$ cat src/rtl/pwr_dly_pkg.sv
package pwr_dly_pkg;
  localparam int DLY_W  = 16;
  localparam int MIN_MS = 125;
  localparam int MAX_MS = 32000;
  typedef logic [DLY_W-1:0] dly_t;
endpackage

$ cat src/rtl/dly_range_clamp.sv
module dly_range_clamp
  import pwr_dly_pkg::*;
#(
  parameter int W  = DLY_W,
  parameter int LO = MIN_MS,
  parameter int HI = MAX_MS
) (
  input  logic [W-1:0] raw,
  output logic [W-1:0] lim,
  output logic         is_zero
);
  localparam logic [W-1:0] LO_V = W'(LO);
  localparam logic [W-1:0] HI_V = W'(HI);

  always_comb begin
    is_zero = (raw == '0);
    if (is_zero)        lim = '0;
    else if (raw < LO_V) lim = LO_V;
    else if (raw > HI_V) lim = HI_V;
    else                 lim = raw;
  end
endmodule

$ cat src/rtl/ms_hold_timer.sv
module ms_hold_timer
  import pwr_dly_pkg::*;
#(
  parameter int W  = DLY_W,
  parameter int LO = MIN_MS,
  parameter int HI = MAX_MS
) (
  input  logic         clk,
  input  logic         rst,
  input  logic         shdn_act,
  input  logic         tick,
  input  logic [W-1:0] load,
  input  logic         zero,
  output logic         start,
  output logic         running,
  output logic         done
);
  logic         prev;
  logic [W-1:0] cnt;

  assign start = shdn_act & ~prev;

  always_ff @(posedge clk) begin
    if (rst) begin
      prev    <= 1'b0;
      cnt     <= '0;
      running <= 1'b0;
      done    <= 1'b0;
    end else begin
      prev <= shdn_act;
      if (start) begin
        cnt     <= load;
        running <= ~zero;
        done    <= zero;
      end else if (!shdn_act) begin
        running <= 1'b0;
        done    <= 1'b0;
      end else if (running && tick) begin
        if (cnt == W'(1)) begin
          running <= 1'b0;
          done    <= 1'b1;
        end else begin
          cnt <= cnt - W'(1);
        end
      end
    end
  end


  run_cnt_chk: assert property (@(posedge clk) disable iff (rst)
    running |-> (cnt != '0 && cnt <= W'(HI)));


  restart_chk: assert property (@(posedge clk) disable iff (rst)
    (start && !zero) |=> (running && !done && cnt >= W'(LO)));


  release_chk: assert property (@(posedge clk) disable iff (rst)
    (!shdn_act && !start) |=> (!running && !done));
endmodule

$ cat src/rtl/pwr_out_ctl.sv
module pwr_out_ctl
  import pwr_dly_pkg::*;
#(
  parameter int W  = DLY_W,
  parameter int LO = MIN_MS,
  parameter int HI = MAX_MS
) (
  input  logic         clk,
  input  logic         rst,
  input  logic         wake_any,
  input  logic         ovrd_in,
  input  logic         shdn_n,
  input  logic         fw_en,
  input  logic         fw_val,
  input  logic [W-1:0] dly_ms,
  input  logic         tick_1k,
  output logic         pin_out,
  output logic         ovrd_rd
);
  logic [W-1:0] lim;
  logic         is_zero, start, running, done, shdn_act, hw_lvl;

  assign shdn_act = ~shdn_n;

  dly_range_clamp #(.W(W), .LO(LO), .HI(HI)) u_clamp (
    .raw(dly_ms), .lim(lim), .is_zero(is_zero)
  );

  ms_hold_timer #(.W(W), .LO(LO), .HI(HI)) u_tmr (
    .clk(clk), .rst(rst), .shdn_act(shdn_act), .tick(tick_1k),
    .load(lim), .zero(is_zero), .start(start), .running(running), .done(done)
  );

  always_comb begin
    if (shdn_act) hw_lvl = done | (start & is_zero);
    else          hw_lvl = wake_any | ovrd_in;
  end

  always_ff @(posedge clk) begin
    if (rst) begin
      pin_out <= 1'b0;
      ovrd_rd <= 1'b0;
    end else begin
      pin_out <= fw_en ? fw_val : hw_lvl;
      ovrd_rd <= ovrd_in;
    end
  end


  fw_take_chk: assert property (@(posedge clk) disable iff (rst)
    fw_en |=> (pin_out == $past(fw_val)));


  hold_low_chk: assert property (@(posedge clk) disable iff (rst)
    (!fw_en && shdn_act && running) |=> !pin_out);


  ovrd_copy_chk: assert property (@(posedge clk) disable iff (rst)
    1'b1 |=> (ovrd_rd == $past(ovrd_in)));


  clamp_rng_chk: assert property (@(posedge clk) disable iff (rst)
    is_zero || (lim >= W'(LO) && lim <= W'(HI)));
endmodule

$ cat config.mk
export PLATFORM = sky130hd
export DESIGN_NAME = pwr_out_ctl
export DESIGN_NICKNAME = d
export VERILOG_FILES = /design/src/rtl/pwr_dly_pkg.sv /design/src/rtl/dly_range_clamp.sv /design/src/rtl/ms_hold_timer.sv /design/src/rtl/pwr_out_ctl.sv
export SDC_FILE = /design/constraint.sdc
export NUM_CORES = 1
export LEC_CHECK = 0
export BUFFER_PORTS_ARGS = -buffer_cell sky130_fd_sc_hd__buf_2
export CELL_PAD_IN_SITES_DETAIL_PLACEMENT = 0
export CELL_PAD_IN_SITES_GLOBAL_PLACEMENT = 1
export CORE_UTILIZATION = 25
export DETAILED_ROUTE_END_ITERATION = 6
export PLACE_DENSITY = 0.61
export SLEW_MARGIN = 40
export SYNTH_ARGS = -nofsm -noshare
export SYNTH_HDL_FRONTEND = slang
export SYNTH_SLANG_ARGS = --single-unit
export TNS_END_PERCENT = 100
$ cat constraint.sdc
create_clock -name clk -period 3.6 [get_ports clk]
set_input_delay 0.18 -clock clk [delete_from_list [all_inputs] [get_ports clk]]
set_output_delay 0.18 -clock clk [all_outputs]
set_load 0.03 [all_outputs]
Word-level counts from Yosys, hierarchy flattened

Index checks and enable logic that the tools add are counted.

Equal/unequal tests: 3
Add/sub/neg operators: 1
Reductions and logical operators: 7
Order comparisons: 2
Bitwise operators: 7
Mux-type cells: 17

Operator list:

| cell                                                  | count |
|---|---|
| 2-to-1 mux 16 bit                                     | 7 |
| == test 16 x 1 -> 1 bit, second input constant        | 1 |
| > comparator 16 x 15 -> 1 bit, second input constant  | 1 |
| zero test 16 bit                                      | 1 |
| < comparator 16 x 7 -> 1 bit, second input constant   | 1 |
| subtractor 16 x 1 -> 16 bit, second input constant    | 1 |
| 2-to-1 mux 1 bit                                      | 10 |
| nonzero test 3 bit                                    | 2 |
| NOT 1 bit                                             | 3 |
| AND reduction 3 bit                                   | 1 |
| bitwise AND 1 bit                                     | 2 |
| inequality test 2 x 1 -> 1 bit, second input constant | 1 |
| inequality test 2 bit, second input constant          | 1 |
| bitwise OR 1 bit                                      | 2 |
| AND reduction 2 bit                                   | 1 |
| nonzero test 2 bit                                    | 1 |
| logical AND 1 bit                                     | 1 |

Logic and storage cells: 43
Input bits: 24
Output and inout bits: 2
Flip-flop bits (word level): 21

Logic depth before layout (Yosys ltp)

Gate-level depths: netlist (run 1).

Depth in word-level cells: 6
Gate-level depth with buffers: 8
Mapped depth without buffers: 7

Cells and area by module

From an unflattened synthesis (run 1), not the netlist that was laid out.

Cells, all modules: 175
Area total of the unflattened synthesis: 1438.9 um^2

Modules (own cells, without submodules):

| module          | cells each | instances | seq. area each (um^2) | area an instance (um^2) |
|---|---|---|---|---|
| ms_hold_timer   | 133        | 1         | 380.4                 | 1112.3 |
| dly_range_clamp | 34         | 1         | 0.0                   | 245.2 |
| pwr_out_ctl     | 8          | 1         | 40.0                  | 81.3 |

Worst setup path after synthesis (run 1)

Ideal clock, no wire load.

Kind: register to register
Start point: register u_tmr.cnt[0]
End point: register u_tmr.cnt[14]
Period minus slack after synthesis: 1905 ps
Setup time: 91 ps
Setup slack: 1695 ps
Stages on the path, launching flop included: 9
Required time: 3509 ps
Path buffers: 1
Arrival: 1815 ps
Cells stage by stage: dfxtp_1 > inv_1 > ha_1 > or3b_2 > clkbuf_1 > nor4_1 > xor2_1 > nand2_1 > a311oi_1

Cells in the longest elaborated chain, start to end: 5
Elaborated cells on any way between the ends: 8
Classes of those cells: add/sub (1); eq/ne (2); mux (4); reduce/logical (1)

RTL lines:

| element                     | RTL line            | text |
|---|---|---|
| from (decl)                 | ms_hold_timer.sv:19 | `logic [W-1:0] cnt;` |
| from (signal assigned)      | ms_hold_timer.sv:32 | `cnt <= load;` |
| from (signal assigned)      | ms_hold_timer.sv:43 | `cnt <= cnt - W'(1);` |
| subtractor 16 x 1 -> 16 bit | ms_hold_timer.sv:43 |  |
| 2-to-1 mux 16 bit           | ms_hold_timer.sv:39 | `if (cnt == W'(1)) begin` |
| 2-to-1 mux 16 bit           | ms_hold_timer.sv:38 | `end else if (running && tick) begin` |
| 2-to-1 mux 16 bit           | ms_hold_timer.sv:35 | `end else if (!shdn_act) begin` |
| 2-to-1 mux 16 bit           | ms_hold_timer.sv:31 | `if (start) begin` |

Several ways; a longest one is shown, not always the timed one. The select of a mux whose other input is x is not followed.
A chain may end at the register's enable or synchronous reset.

Worst setup path after layout (run 1)

Start point: register u_tmr.cnt[11]
End point: register u_tmr.cnt[10]

Cells in the longest elaborated chain, start to end: 3

RTL lines:

| element                                | RTL line |
|---|---|
| == test 16 x 1 -> 1 bit                | ms_hold_timer.sv:39 |
| inequality test 2 bit (no source line) | n/a |
| AND reduction 3 bit (no source line)   | n/a |

Every way passes these cells.

==> results.json, run 1 <==
{
  "grt_first_pass_wirelength_microns": 6760,
  "drtAntennaViolNets": 0,
  "pwr-share-comb_pct": 31.6,
  "cpMaxStageDelayCell": "nor4_1",
  "fp.coreArea_sq_um": 5610,
  "period_minus_slack_ns": 2.25,
  "grt_pass1_vias": 1348,
  "cpLargestDelayFamily": "simple AND/OR/NAND/NOR gates",
  "p_switching_w": 0.000222,
  "yosys.area.top_type": "dfxtp_1",
  "leakage_nw": 0.644,
  "cp-start-kind": "flop",
  "cp_num_cells": 4,
  "timing.rr.start": "u_tmr.cnt[11]",
  "hold_path_class": "in2reg",
  "insertedDiodeCount": 0,
  "clk_latency_ns": 0.27,
  "ys_types": 45,
  "synth_top_area_share_pct": 28.5,
  "timing.final.crit_share_pct": 62.6,
  "grt_max_degree": 21,
  "synth.top_cells.by_count": "25 x nor2_1, 21 x dfxtp_1, 12 x nor3_1",
  "post-synth-top-count-cell": "nor2_1",
  "path_buf_inv": 0,
  "syn_area_sq_um": 1470,
  "worstSetupPathType": "reg2reg",
  "cts_resized": 0,
  "chipHeight_microns": 78.8,
  "grtUsageTotal_pct": 14.0,
  "layout-drive-gt1-share_pct": 24.9,
  "clk_pin_slew_worst_paths_ns": 0.09,
  "crit_chain": "nor4_1 > nand4b_4 > a21o_1 > a311oi_1",
  "syn_nets": 208,
  "areaGrowthSynthToFinish_pct": 16.8,
  "maxCapViolCount": 0,
  "fin_nets": 232,
  "cell_internal_pwr_w": 0.000417,
  "r2r_end": "u_tmr.cnt[10]",
  "rows": 27,
  "required_ns": 3.78,
  "ff2ff_path_depth": 4,
  "fin_hold_ws_ns": 0.138,
  "grt_overflow": 0,
  "cts_sinks": 21,
  "hold_violations": 0,
  "powerDensity_nw_per_um2": 371,
  "postSynthAreaPerCell_sq_um": 8.10,
  "firstDrtPassIters": 4,
  "yosysWarnings": 0,
  "ios": 26,
  "postLayoutCellArea_sq_um": 1720,
  "clockPowerShare_pct": 26.1,
  "clock_path_buffers": 2,
  "cp-end-kind": "flop",
  "synth-seq-cells": 21,
  "rsz0062_at_grt": "no",
  "numCtsBuffers": 3,
  "max-slew-margin-rel_pct": 47.9,
  "timing.fmax_mhz": 443,
  "dpl-instance-area_sq_um": 1670,
  "min_from": "ovrd_in",
  "seq_area_frac_synth_pct": 28.5,
  "slowest_delay_ns": 0.68,
  "drt_wl_total_microns": 4140,
  "seqPwrFrac_pct": 42.3,
  "hold_buffers": 0,
  "power_w": 0.000639,
  "clock_skew_ns": 0.00506,
  "grt_antenna_before_repair": 0,
  "netlist_instances": 182,
  "vias_per_cell": 5.37,
  "die_w_microns": 78.8,
  "synth-edff-count": 0,
  "min_path_cells": 2,
  "wl_per_cell_microns": 14.9,
  "crit_path_max_fanout": 15,
  "utilization_pct": 30.7,
  "portBuffers": 25,
  "status": "completed",
  "finalSetupViolCount": 0,
  "synth_ff_type": "dfxtp_1",
  "synthTopCellsByArea": "dfxtp_1 29%, nor2_1 6.4%, nor3_1 4.1%",
  "dp_hpwl_microns": 3070,
  "post-route-drc-count": 0,
  "cts_max_level": 1,
  "fp.dieArea_sq_um": 6210,
  "clock-root-buffer": "clkbuf_8",
  "hold_end": "ovrd_rd",
  "async_reset_ff_share_pct": 0,
  "via_count": 1487,
  "start_util_pct": 26.3,
  "setup_tns_ns": 0,
  "drt_first_iter_violations": 80,
  "cts_tree": "built",
  "worstMarginPinSlew_ns": 0.774,
  "cts_setup_buffers": 0,
  "timing.reg2reg.setup_slack_ns": 1.35,
  "peakVddDrop_mv": 0.135,
  "place.gp.congestion": 0.811,
  "p_sw_share_pct": 34.7,
  "worst_ep_arrival_time_ns": 2.44,
  "slew_viol_final": 0
}
-- power by group through the flow --
stage / clock, W / sequential [W] / combinational (W)
global route: 0.000185 / 0.000274 / 0.000223
finish: 0.000167 / 0.000270 / 0.000202
detailed placement: 0 / 0.000275 / 0.000200
CTS: 0.000172 / 0.000270 / 0.000202
floorplan: 0 / 0.000273 / 0.000147
global placement: 0 / 0.000276 / 0.000203
-- cells by family (layout without fill, tap and decap cells) --
logic type | Yosys count | in the layout | synth area share (%)
adder cells (fa/ha/maj) | 2 | 2 | 1.70
AND/OR/NAND/NOR | 90 | 90 | 36.0
AO/OA/AOI/OAI | 52 | 52 | 27.7
XOR/XNOR | 5 | 5 | 2.97
flip-flops | 21 | 21 | 28.5
buffers and inverters | 12 | 35 | 3.14
-- how the worst max path moves through the flow --
stage / startpoint / end / slack (ns)
3_3_place_gp: dly_ms[2] / u_tmr.cnt[8] / 1.36
5_1_grt: u_tmr.prev / u_tmr.cnt[12] / 1.21
3_5_place_dp: dly_ms[2] / u_tmr.cnt[8] / 1.38
2_1_floorplan: u_tmr.cnt[0] / u_tmr.cnt[14] / 1.69
4_1_cts: u_tmr.cnt[11] / u_tmr.cnt[10] / 1.35
6_report: u_tmr.cnt[11] / u_tmr.cnt[10] / 1.35
-- per-stage QoR --
step                      std cells  setup WS, ns
after floorplan                 182          1.69
after global placement          273          1.36
after detailed placement        273          1.38
after CTS                       277          1.35
after global routing            277          1.21
final                           277          1.35
-- metal layers --
layer  wire, microns  vias to the layer above  global-route usage [%]
li1                -                      760                       -
met1            2170                      678                    20.4
met2            1760                       45                    21.0
met3             169                        4                    1.72
met4              42                        0                    4.44
met5               0                        -                       0
-- area by class of cell --
class	instances	area (sq um)
tap	72	90.1
inverter	4	15.0
clock buffer	3	41.3
timing repair buffer	27	140
multi-input combinational	149	1010
sequential	21	420
clock inverter	1	7.51
fill	623	3890
-- placed cells by master, fill, tap and decap left out, drive strengths merged, types with 3 or more instances in the layout --
master,n
a21oi,4
a311oi,5
buf,27
nor4,6
nand3,3
a31oi,4
or4,7
or3,5
nand2,8
nor3,13
nor2,25
a221oi,7
xor2,5
or2,5
and2,6
inv,4
dfxtp,21
nand4b,3
clkbuf,3
a41oi,5
a211oi,4
o21ai,10
-- state kept, by name, summed over array words and instances (netlist names) --
signal         flops
u_tmr.cnt         16
pin_out            1
u_tmr.done         1
u_tmr.running      1
u_tmr.prev         1
ovrd_rd            1
Power figures use the tool's default switching activity.
==> run 2: changes to the inputs <==
ABC_AREA = 1   (was default)
PLACE_DENSITY = 0.64   (was 0.61)
clock period = 2.1 ns   (was 3.6 ns; I/O delays follow)
==> run 2 against run 1 <==
Sequential share of layout area fell by 3.4 points; combinational power rose by 100%; via count rose by 24%; critical endpoint is now u_tmr.cnt[6]; largest cell class unchanged.
==> results.json, run 2 <==
{
  "crit_chain": "inv_1 > ha_1 > nand2_1 > inv_2 > nand2_1 > nand2_1 > a21oi_1 > nor2_1 > a21oi_2",
  "hold_path_class": "in2reg",
  "grt_pass1_vias": 1778,
  "worst_ep_arrival_time_ns": 1.79,
  "fp.dieArea_sq_um": 7360,
  "r2r_end": "u_tmr.cnt[6]",
  "syn_area_sq_um": 1760,
  "insertedDiodeCount": 0,
  "post-route-drc-count": 0,
  "timing.reg2reg.setup_slack_ns": 0.51,
  "postSynthAreaPerCell_sq_um": 5.63,
  "drt_wl_total_microns": 4820,
  "min_path_cells": 3,
  "max-slew-margin-rel_pct": 68.5,
  "async_reset_ff_share_pct": 0,
  "dp.cells": 426,
  "dp_hpwl_microns": 3800,
  "clock_skew_ns": 0.00477,
  "crit_top_cell": "nand2_1",
  "grt_antenna_before_repair": 0,
  "slowest_delay_ns": 0.43,
  "seq_area_frac_synth_pct": 23.9,
  "yosys.area.top_type": "dfxtp_1",
  "clock-root-buffer": "clkbuf_8",
  "finalSetupViolCount": 0,
  "synth_top_area_share_pct": 23.9,
  "ios": 26,
  "min_from": "ovrd_in",
  "rsz0062_at_grt": "no",
  "critical_path.startpoint": "u_tmr.cnt[0]",
  "timing.fmax_mhz": 628,
  "synthTopCellsByArea": "dfxtp_1 24%, nand2_1 21%, nor2_1 13%",
  "rows": 30,
  "wl_per_cell_microns": 11.2,
  "layout-drive-gt1-share_pct": 17.4,
  "hold_buffers": 0,
  "timing.rr.start": "u_tmr.cnt[0]",
  "power_w": 0.00115,
  "fp.coreArea_sq_um": 6790,
  "hold_end": "ovrd_rd",
  "firstDrtPassIters": 4,
  "period_minus_slack_ns": 1.59,
  "numCtsBuffers": 3,
  "areaGrowthSynthToFinish_pct": 13.7,
  "cts_max_level": 1,
  "ys_types": 27,
  "portBuffers": 25,
  "die_w_microns": 85.8,
  "regMostFlops": "u_tmr.cnt",
  "vias_per_cell": 4.28,
  "cts_resized": 0,
  "drt_first_iter_violations": 93,
  "grtUsageTotal_pct": 14.5,
  "grt_overflow": 0,
  "clk_pin_slew_worst_paths_ns": 0.08,
  "chipHeight_microns": 85.8,
  "maxCapViolCount": 0,
  "start_util_pct": 25.8,
  "cts_tree": "built",
  "hold_violations": 0,
  "clock_path_buffers": 2,
  "syn_nets": 338,
  "netlist_instances": 312,
  "powerDensity_nw_per_um2": 578,
  "fillers": 782,
  "synth.top_cells.by_count": "100 x nand2_1, 59 x nor2_1, 35 x inv_1",
  "slew_viol_final": 0,
  "ff2ff_path_depth": 9,
  "grt_first_pass_wirelength_microns": 8450,
  "drtAntennaViolNets": 0,
  "leakage_nw": 0.996,
  "final_cells": 430,
  "via_count": 1839,
  "synth-seq-cells": 21,
  "cts_setup_buffers": 0,
  "postLayoutCellArea_sq_um": 2000,
  "post-synth-top-count-cell": "nand2_1",
  "cts_sinks": 21,
  "synth-edff-count": 0,
  "status": "completed",
  "final_common_cell": "nand2_1",
  "clk_latency_ns": 0.26,
  "worstMarginPinSlew_ns": 0.472,
  "largest_reg_flops": 16,
  "synth_ff_type": "dfxtp_1",
  "place.gp.congestion": 0.814,
  "grt_max_degree": 19,
  "crit_path_max_fanout": 5,
  "layout_common_cells": "100 x nand2_1, 59 x nor2_1, 35 x inv_1",
  "worstSetupPathType": "reg2reg",
  "yosysWarnings": 0,
  "cp-end-kind": "flop",
  "required_ns": 2.30,
  "peakVddDrop_mv": 0.204,
  "cpMaxStageDelayCell": "dfxtp_1",
  "dpl-instance-area_sq_um": 1950,
  "fin_nets": 361,
  "cp-start-kind": "flop",
  "timing.final.crit_share_pct": 75.8,
  "setup_tns_ns": 0
}
-- run 2: layer usage --
metal	GRT usage (%)	routed length, microns	vias to the layer above
li1	-	-	1019
met1	20.4	2490	780
met2	23.5	2110	36
met3	1.35	158	4
met4	3.94	63	0
met5	0	0	-
-- run 2: area by class of cell --
cell class	count	area, sq um	share of cell area (%)
Multi-Input combinational cell	245	1140	57.1
Inverter	39	146	7.34
Clock buffer	4	45.0	2.26
Tap cell	96	120	6.02
Sequential cell	21	420	21.1
Timing Repair Buffer	25	125	6.27
-- run 2: worst max-delay path by stage --
stage / cells past startpoint / slack (ns) / to
2_1_floorplan: 9 / 0.79 / u_tmr.cnt[12]
3_3_place_gp: 9 / 0.52 / u_tmr.cnt[10]
3_5_place_dp: 9 / 0.49 / u_tmr.cnt[10]
4_1_cts: 9 / 0.47 / u_tmr.cnt[10]
5_1_grt: 8 / 0.33 / u_tmr.cnt[6]
6_report: 9 / 0.51 / u_tmr.cnt[6]
-- run 2: power breakdown --
part | internal (W) | leakage (nW) | switching (W) | total (W)
registers | 0.000429 | 0.173 | 0.0000362 | 0.000465
logic | 0.000142 | 0.800 | 0.000270 | 0.000412
clock network | 0.000135 | 0.0228 | 0.000140 | 0.000276
-- run 2: stage by stage --
| stage | hold slack (ns) | utilization, % | setup slack (ns) |
|---|---|---|---|
| detailed placement | 0.331 | 28.7 | 0.492 |
| finish | 0.0514 | 29.4 | 0.509 |
| global route | 0.0608 | 29.4 | 0.329 |
| floorplan | 0.177 | - | 0.790 |
| global placement | 0.329 | 28.7 | 0.524 |
| CTS | 0.0469 | 29.4 | 0.475 |
-- run 2: cells by family after synthesis --
group	synth area share [%]
DFF	23.9
adders and majority gates	1.43
AOI/OAI and AO/OA	14.1
and+or+nand+nor	49.3
buffers and inverters	11.2
-- run 2: critical path, delay by kind of cell (launching register included) --
kind | cells | cell delay [ns]
simple gates | 4 | 0.41
buf+inv | 2 | 0.20
compound gates | 2 | 0.27
fa+ha+maj | 1 | 0.23
flops | 1 | 0.43
